==> src/rtl/maskable_irq_flags.sv <==
module maskable_irq_flags #(
  parameter int DW = 16,
  parameter int AW = 3,
  parameter logic [AW-1:0] OFS_FLAG1 = 3'h0,
  parameter logic [AW-1:0] OFS_FLAG2 = 3'h2,
  parameter logic [AW-1:0] OFS_MASK1 = 3'h4,
  parameter logic [AW-1:0] OFS_MASK2 = 3'h6
) (
  input  logic          clk,
  input  logic          rst_n,
  input  logic [DW-1:0] evt1,
  input  logic [DW-1:0] evt2,
  input  logic          glb_en,
  input  logic [AW-1:0] host_addr,
  input  logic          host_rd,
  input  logic          host_wr,
  input  logic [DW-1:0] host_wdata,
  output logic [DW-1:0] host_rdata,
  output logic          irq
);

  logic [DW-1:0] flag1_q, flag2_q, mask1_q, mask2_q;
  logic          irq_q;

  wire sel_f1 = (host_addr == OFS_FLAG1);
  wire sel_f2 = (host_addr == OFS_FLAG2);
  wire sel_m1 = (host_addr == OFS_MASK1);
  wire sel_m2 = (host_addr == OFS_MASK2);

  wire clr1 = host_rd & sel_f1;
  wire clr2 = host_rd & sel_f2;

  wire pend = |(flag1_q & mask1_q) | |(flag2_q & mask2_q);

  always_ff @(posedge clk or negedge rst_n) begin
    if (!rst_n) begin
      flag1_q <= '0;
      flag2_q <= '0;
      mask1_q <= '0;
      mask2_q <= '0;
      irq_q   <= 1'b0;
    end else begin
      flag1_q <= (clr1 ? '0 : flag1_q) | evt1;
      flag2_q <= (clr2 ? '0 : flag2_q) | evt2;
      if (host_wr && sel_m1) mask1_q <= host_wdata;
      if (host_wr && sel_m2) mask2_q <= host_wdata;
      irq_q <= glb_en & pend;
    end
  end

  assign host_rdata = sel_f1 ? flag1_q :
                      sel_f2 ? flag2_q :
                      sel_m1 ? mask1_q :
                      sel_m2 ? mask2_q : '0;
  assign irq = irq_q;


  evt_latch_chk: assert property (@(posedge clk) disable iff (!rst_n)
    (|evt1) |=> ((flag1_q & $past(evt1)) == $past(evt1)));


  gen_off_chk: assert property (@(posedge clk) disable iff (!rst_n)
    !glb_en |=> !irq);


  rd_clear_chk: assert property (@(posedge clk) disable iff (!rst_n)
    (host_rd && sel_f2 && evt2 == '0) |=> (flag2_q == '0));


  wr_ignore_chk: assert property (@(posedge clk) disable iff (!rst_n)
    (host_wr && !host_rd && sel_f1 && evt1 == '0) |=> $stable(flag1_q));


  irq_cause_chk: assert property (@(posedge clk) disable iff (!rst_n)
    irq |-> $past(glb_en));

endmodule

==> config.mk <==
export PLATFORM = sky130hd
export DESIGN_NAME = maskable_irq_flags
export DESIGN_NICKNAME = d
export VERILOG_FILES = /design/src/rtl/maskable_irq_flags.sv
export SDC_FILE = /design/constraint.sdc
export NUM_CORES = 1
export LEC_CHECK = 0
export BUFFER_PORTS_ARGS = -buffer_cell sky130_fd_sc_hd__buf_2
export CAP_MARGIN = 20
export CORE_MARGIN = 1.5
export CORE_UTILIZATION = 53
export CTS_CLUSTER_SIZE = 25
export DETAILED_ROUTE_END_ITERATION = 12
export PLACE_DENSITY = 0.8
export SETUP_SLACK_MARGIN = 0.4
export SLEW_MARGIN = 20
export SYNTH_ARGS = -nofsm -noshare
export SYNTH_HDL_FRONTEND = slang
export SYNTH_SLANG_ARGS = --single-unit
==> constraint.sdc <==
create_clock -name clk -period 2 [get_ports clk]
set_input_delay 0.4 -clock clk [delete_from_list [all_inputs] [get_ports clk]]
set_output_delay 0.4 -clock clk [all_outputs]
set_load 0.1 [all_outputs]
Yosys cells after proc, flatten, opt, wreduce, memory -nomap -nowiden. Index checks and enable logic that the tools add are counted.

Register bits: 65. Input bits: 56. Output and inout port bits: 17. Word-level logic and storage cells: 27.

Equality and inequality tests: 3. Muxes and demuxes: 6. Bitwise operators: 8. Reduce and logical (&&, ||, !) cells: 5.

Operators by type and width (number): $mux 16 (6); $and 16x16->16 (2); $or 16x16->16 (2); $reduce_or 16->1 (2); $eq 3x3->1 const B (2); $and 1x1->1 (3); $eq 3x2->1 const B (1); $logic_not 3->1 (1); $logic_and 1x1->1 (2); $or 1x1->1 (1).

Depth between registers and ports, before layout.
Word-level depth: 5. Gate-level depth with buffers: 5. Mapped depth without buffers: 3.

Worst setup path before layout. No wires, ideal clock.

Path kind: input-to-output. Start point: input port host_addr[1]. End point: output port host_rdata[5]. Arrival time: 2396 ps. Required time: 1600 ps. Setup slack: -796 ps. Cell stages on the path: 4. Buffers on the path: 2. Cells stage by stage: buf_6 buf_2 mux4_2 nor2b_1.

Cells in the longest elaborated chain, start to end: 5. Elaborated cells on any way between the ends: 8. Those cells by class: 3 x eq/ne; 4 x mux; 1 x reduce/logical.

RTL lines: start: declaration (line 14) `input logic [AW-1:0] host_addr,`; $eq 3x3->1 (line 28) `wire sel_m2 = (host_addr == OFS_MASK2);`; $mux 16 (line 54) `sel_m2 ? mask2_q : '0;`; $mux 16 (line 53) `sel_m1 ? mask1_q :`; $mux 16 (line 52) `sel_f2 ? flag2_q :`; $mux 16 (*) (line 51) `assign host_rdata = sel_f1 ? flag1_q :`; end: declaration (line 18) `output logic [DW-1:0] host_rdata,`.

Mark *: on every way between the ends. The rest lies on a longest branch, timed or not.

Worst setup path after layout.
Start point: register flag1_q[2]. End point: output port host_rdata[2].

Cells in the longest elaborated chain, start to end: 1.

RTL lines: start: declaration (line 22) `logic [DW-1:0] flag1_q, flag2_q, mask1_q, mask2_q;`; start signal: assignment (line 43) `flag1_q <= (clr1 ? '0 : flag1_q) | evt1;`; $mux 16 (line 51).

Every way passes these cells.

==> summary.txt <==
Worst setup path
  • CP arrival: 1600 ps
  • CP Capture Type: output pin
  • Buffers & Inverters on Critical Path: 1
  • CP Data Required Time: 1600 ps
  • Startpoint types: flip-flop
  • CP cell instances: mux4_2, nor2b_4, buf_12
  • Crit Path Max Fanout: 3
  • Crit-path slowest cell: mux4_2
  • Setup CP Type: flip-flop to output pin
  • Top delay family on crit path: multiplexers
  • CP max stage delay: 500 ps

Clock network
  • CTS buffer count: 9
  • Number of H-tree levels: 3
  • CTS tree: yes
  • Clock Sinks: 65
  • Root buffer cell: clkbuf_8
  • Clk_lat worst skew: 350 ps
  • Reg clk slew, reported paths: 70 ps
  • Max clock buf depth: 2

Cells and area
  • Final Net Count: 413
  • Final core occ: 82.8%
  • Final Instance Area: 0.00456 mm2
  • Non-filler cells, final: 434
  • Multi-input logic area: 0.00139 mm2
  • Fill cells: 274
  • Area growth syn-to-layout: 50.4%
  • # diodes: 0
  • Layout cells sized above 1: 68.0%
  • Register area: 0.00163 mm2

Logic synthesis
  • Synth top area share: 53.7%
  • Yosys warning total: 0
  • Post-synth EDFFs: 0
  • Async S/R FF share, synth: 100%
  • Seq/Total Area, Yosys: 53.7%
  • Mapped cell area: 0.00303 mm2
  • Cell taking the most area after synthesis: dfrtp_1
  • Synth Flop Type: dfrtp_1
  • Mean Syn Cell Area: 15.2 um2
  • #FFs+latches synth: 65
  • Most frequent cell after synthesis: dfrtp_1
  • Syn Inst Count: 199
  • Most frequent cells after synthesis: dfrtp_1 (65), mux2_2 (31), a21o_1 (26), a22oi_1 (16), mux4_2 (14)
  • Syn nets: 255
  • Largest cells by area after synthesis: dfrtp_1 (54%), mux2_2 (12%), mux4_2 (10%)
  • Post-synth cell types: 21

Timing
  • Worst Tran Pin Value: 476 ps
  • Fin. max-slew vios: 0
  • Final WS setup: -2.10 ps
  • Period minus WS final: 2000 ps
  • Setup violations, final: 1
  • Peak Freq: 0.499 GHz
  • RSZ-0062 raised after global routing: yes
  • Slew headroom: 68.3%
  • Fin. Hold Viols: 0
  • Clk_skew: 7.21 ps
  • Worst hold slack: 3.69 ps
  • Final Cycle Share: 100%

Die
  • Placeable Area: 0.00551 mm2
  • Row count: 27
  • Total Die Area: 0.00618 mm2
  • Chip height: 78.6 um
  • Width of the die: 78.6 um
  • Initial Util: 55.0%
  • Ports: 73

Global routing
  • GR Util All Layers: 31.2%
  • First-pass GRT wire length: 14000 um
  • Overflow after GRT: 0
  • Vias in the first global route: 2598
  • Initial antenna violation count: 0
  • Largest net degree at the start of global routing: 48

Run
  • Max-Cap Viols: 0

Place
  • Dpl hpwl: 5140 um
  • Port bufs: 72
  • Placed Cells: 348
  • DP Area: 0.00366 mm2
  • Gpl congestion: 0.842

Routing
  • DRT iter0 DRCs: 188
  • DRT Pass-1 Iters: 4
  • Vias: 2579
  • DRT Wirelength: 9560 um
  • Avg Vias per Cell: 5.94
  • DRC: 0
  • Antenna viol nets, final: 0
  • Routed WL per cell: 22.0 um

Outcome
  • Violated checks: negative setup slack
  • Status: complete, but fails checks

Power and ir drop
  • Peak VDD IR: 0.000630 V
  • Power density cells: 882 mW/mm2
  • P_leak: 2.05 nW
  • Total power: 0.00402 W

Min path
  • Tightest Hold Check Type: input pin to asynchronous set/reset pin
[layout make-up]
class / count / share of cell area [%]
repair buffers: 158 / 28.1
flip-flops and latches: 65 / 35.7
multi-input cells: 123 / 30.5
clock buffers: 13 / 3.49
clock inverters: 3 / 0.329
well taps: 72 / 1.98
[kinds of logic after synthesis]
family,count (synthesis),synth area share [%]
flops,65,53.7
compound gates,49,12.5
mux,48,24.0
simple gates,26,6.61
buf+inv,11,3.18
[cell usage in the layout, fill, tap and decap left out, drive strengths merged]
cell / count
nor2b: 10
clkbuf: 13
a21o: 32
mux4: 16
mux2: 32
clkinv: 3
nand2: 1
o41a: 1
and2b: 7
buf: 158
nand3: 1
dfrtp: 65
a22oi: 16
nor3: 1
nand3b: 1
nand4: 4
or4b: 1
[report_power, final]
group,internal [W],total (W),switching (W)
clock,0.000513,0.00102,0.000509
sequential,0.00148,0.00159,0.000108
combinational,0.000729,0.00141,0.000679
[timing repair]
| action | in CTS | in global routing |
|---|---|---|
| pin swaps | 0 | 0 |
| buffers inserted | 55 | 15 |
| gates cloned | 0 | 0 |
| setup endpoints to repair | 18 | 16 |
| hold buffers | 0 | 0 |
| gates resized for setup | 54 | 3 |
[worst paths after layout]
kind	slack, ps	cells past startpoint	from	end
max	-2	3	flag1_q[2]$_DFF_PN0_	host_rdata[2]
min	4	1	rst_n	flag1_q[5]$_DFF_PN0_
max reg2reg	450	5	mask2_q[12]$_DFFE_PN0P_	irq$_DFF_PN0_
min reg2reg	540	1	flag2_q[7]$_DFF_PN0_	flag2_q[7]$_DFF_PN0_
max in group asynchronous	1400	2	rst_n	mask1_q[4]$_DFFE_PN0P_
min in group clk	230	2	evt2[2]	flag2_q[2]$_DFF_PN0_
[metrics by stage]
| stage | setup slack, ps | TNS, ps |
|---|---|---|
| after CTS | 20.1 | 0 |
| after global routing | -22.8 | -22.8 |
| after floorplan | 104 | 0 |
| after global placement | -218 | -2090 |
| after detailed placement | -237 | -2410 |
| final | -2.10 | -2.10 |
[flip-flops by register name (all words and copies together) (netlist names)]
signal	count
mask1_q	16
flag2_q	16
flag1_q	16
mask2_q	16
irq	1
[layer usage]
| metal | up-vias | global-route usage, % | share of wire [%] |
|---|---|---|---|
| li1 | 1072 | - | - |
| met3 | 28 | 6.40 | 6.2 |
| met2 | 149 | 51.5 | 51 |
| met5 | - | 0 | 0 |
| met1 | 1330 | 40.2 | 40 |
| met4 | 0 | 13.6 | 3.4 |
[worst register-to-register path, delay by kind of cell, from the launching register on]
kind	cells	cell delay (ps)
buf+inv	2	270
compound gates	2	620
simple gates	1	140
flops	1	400
(Power assumes the default switching activity.)
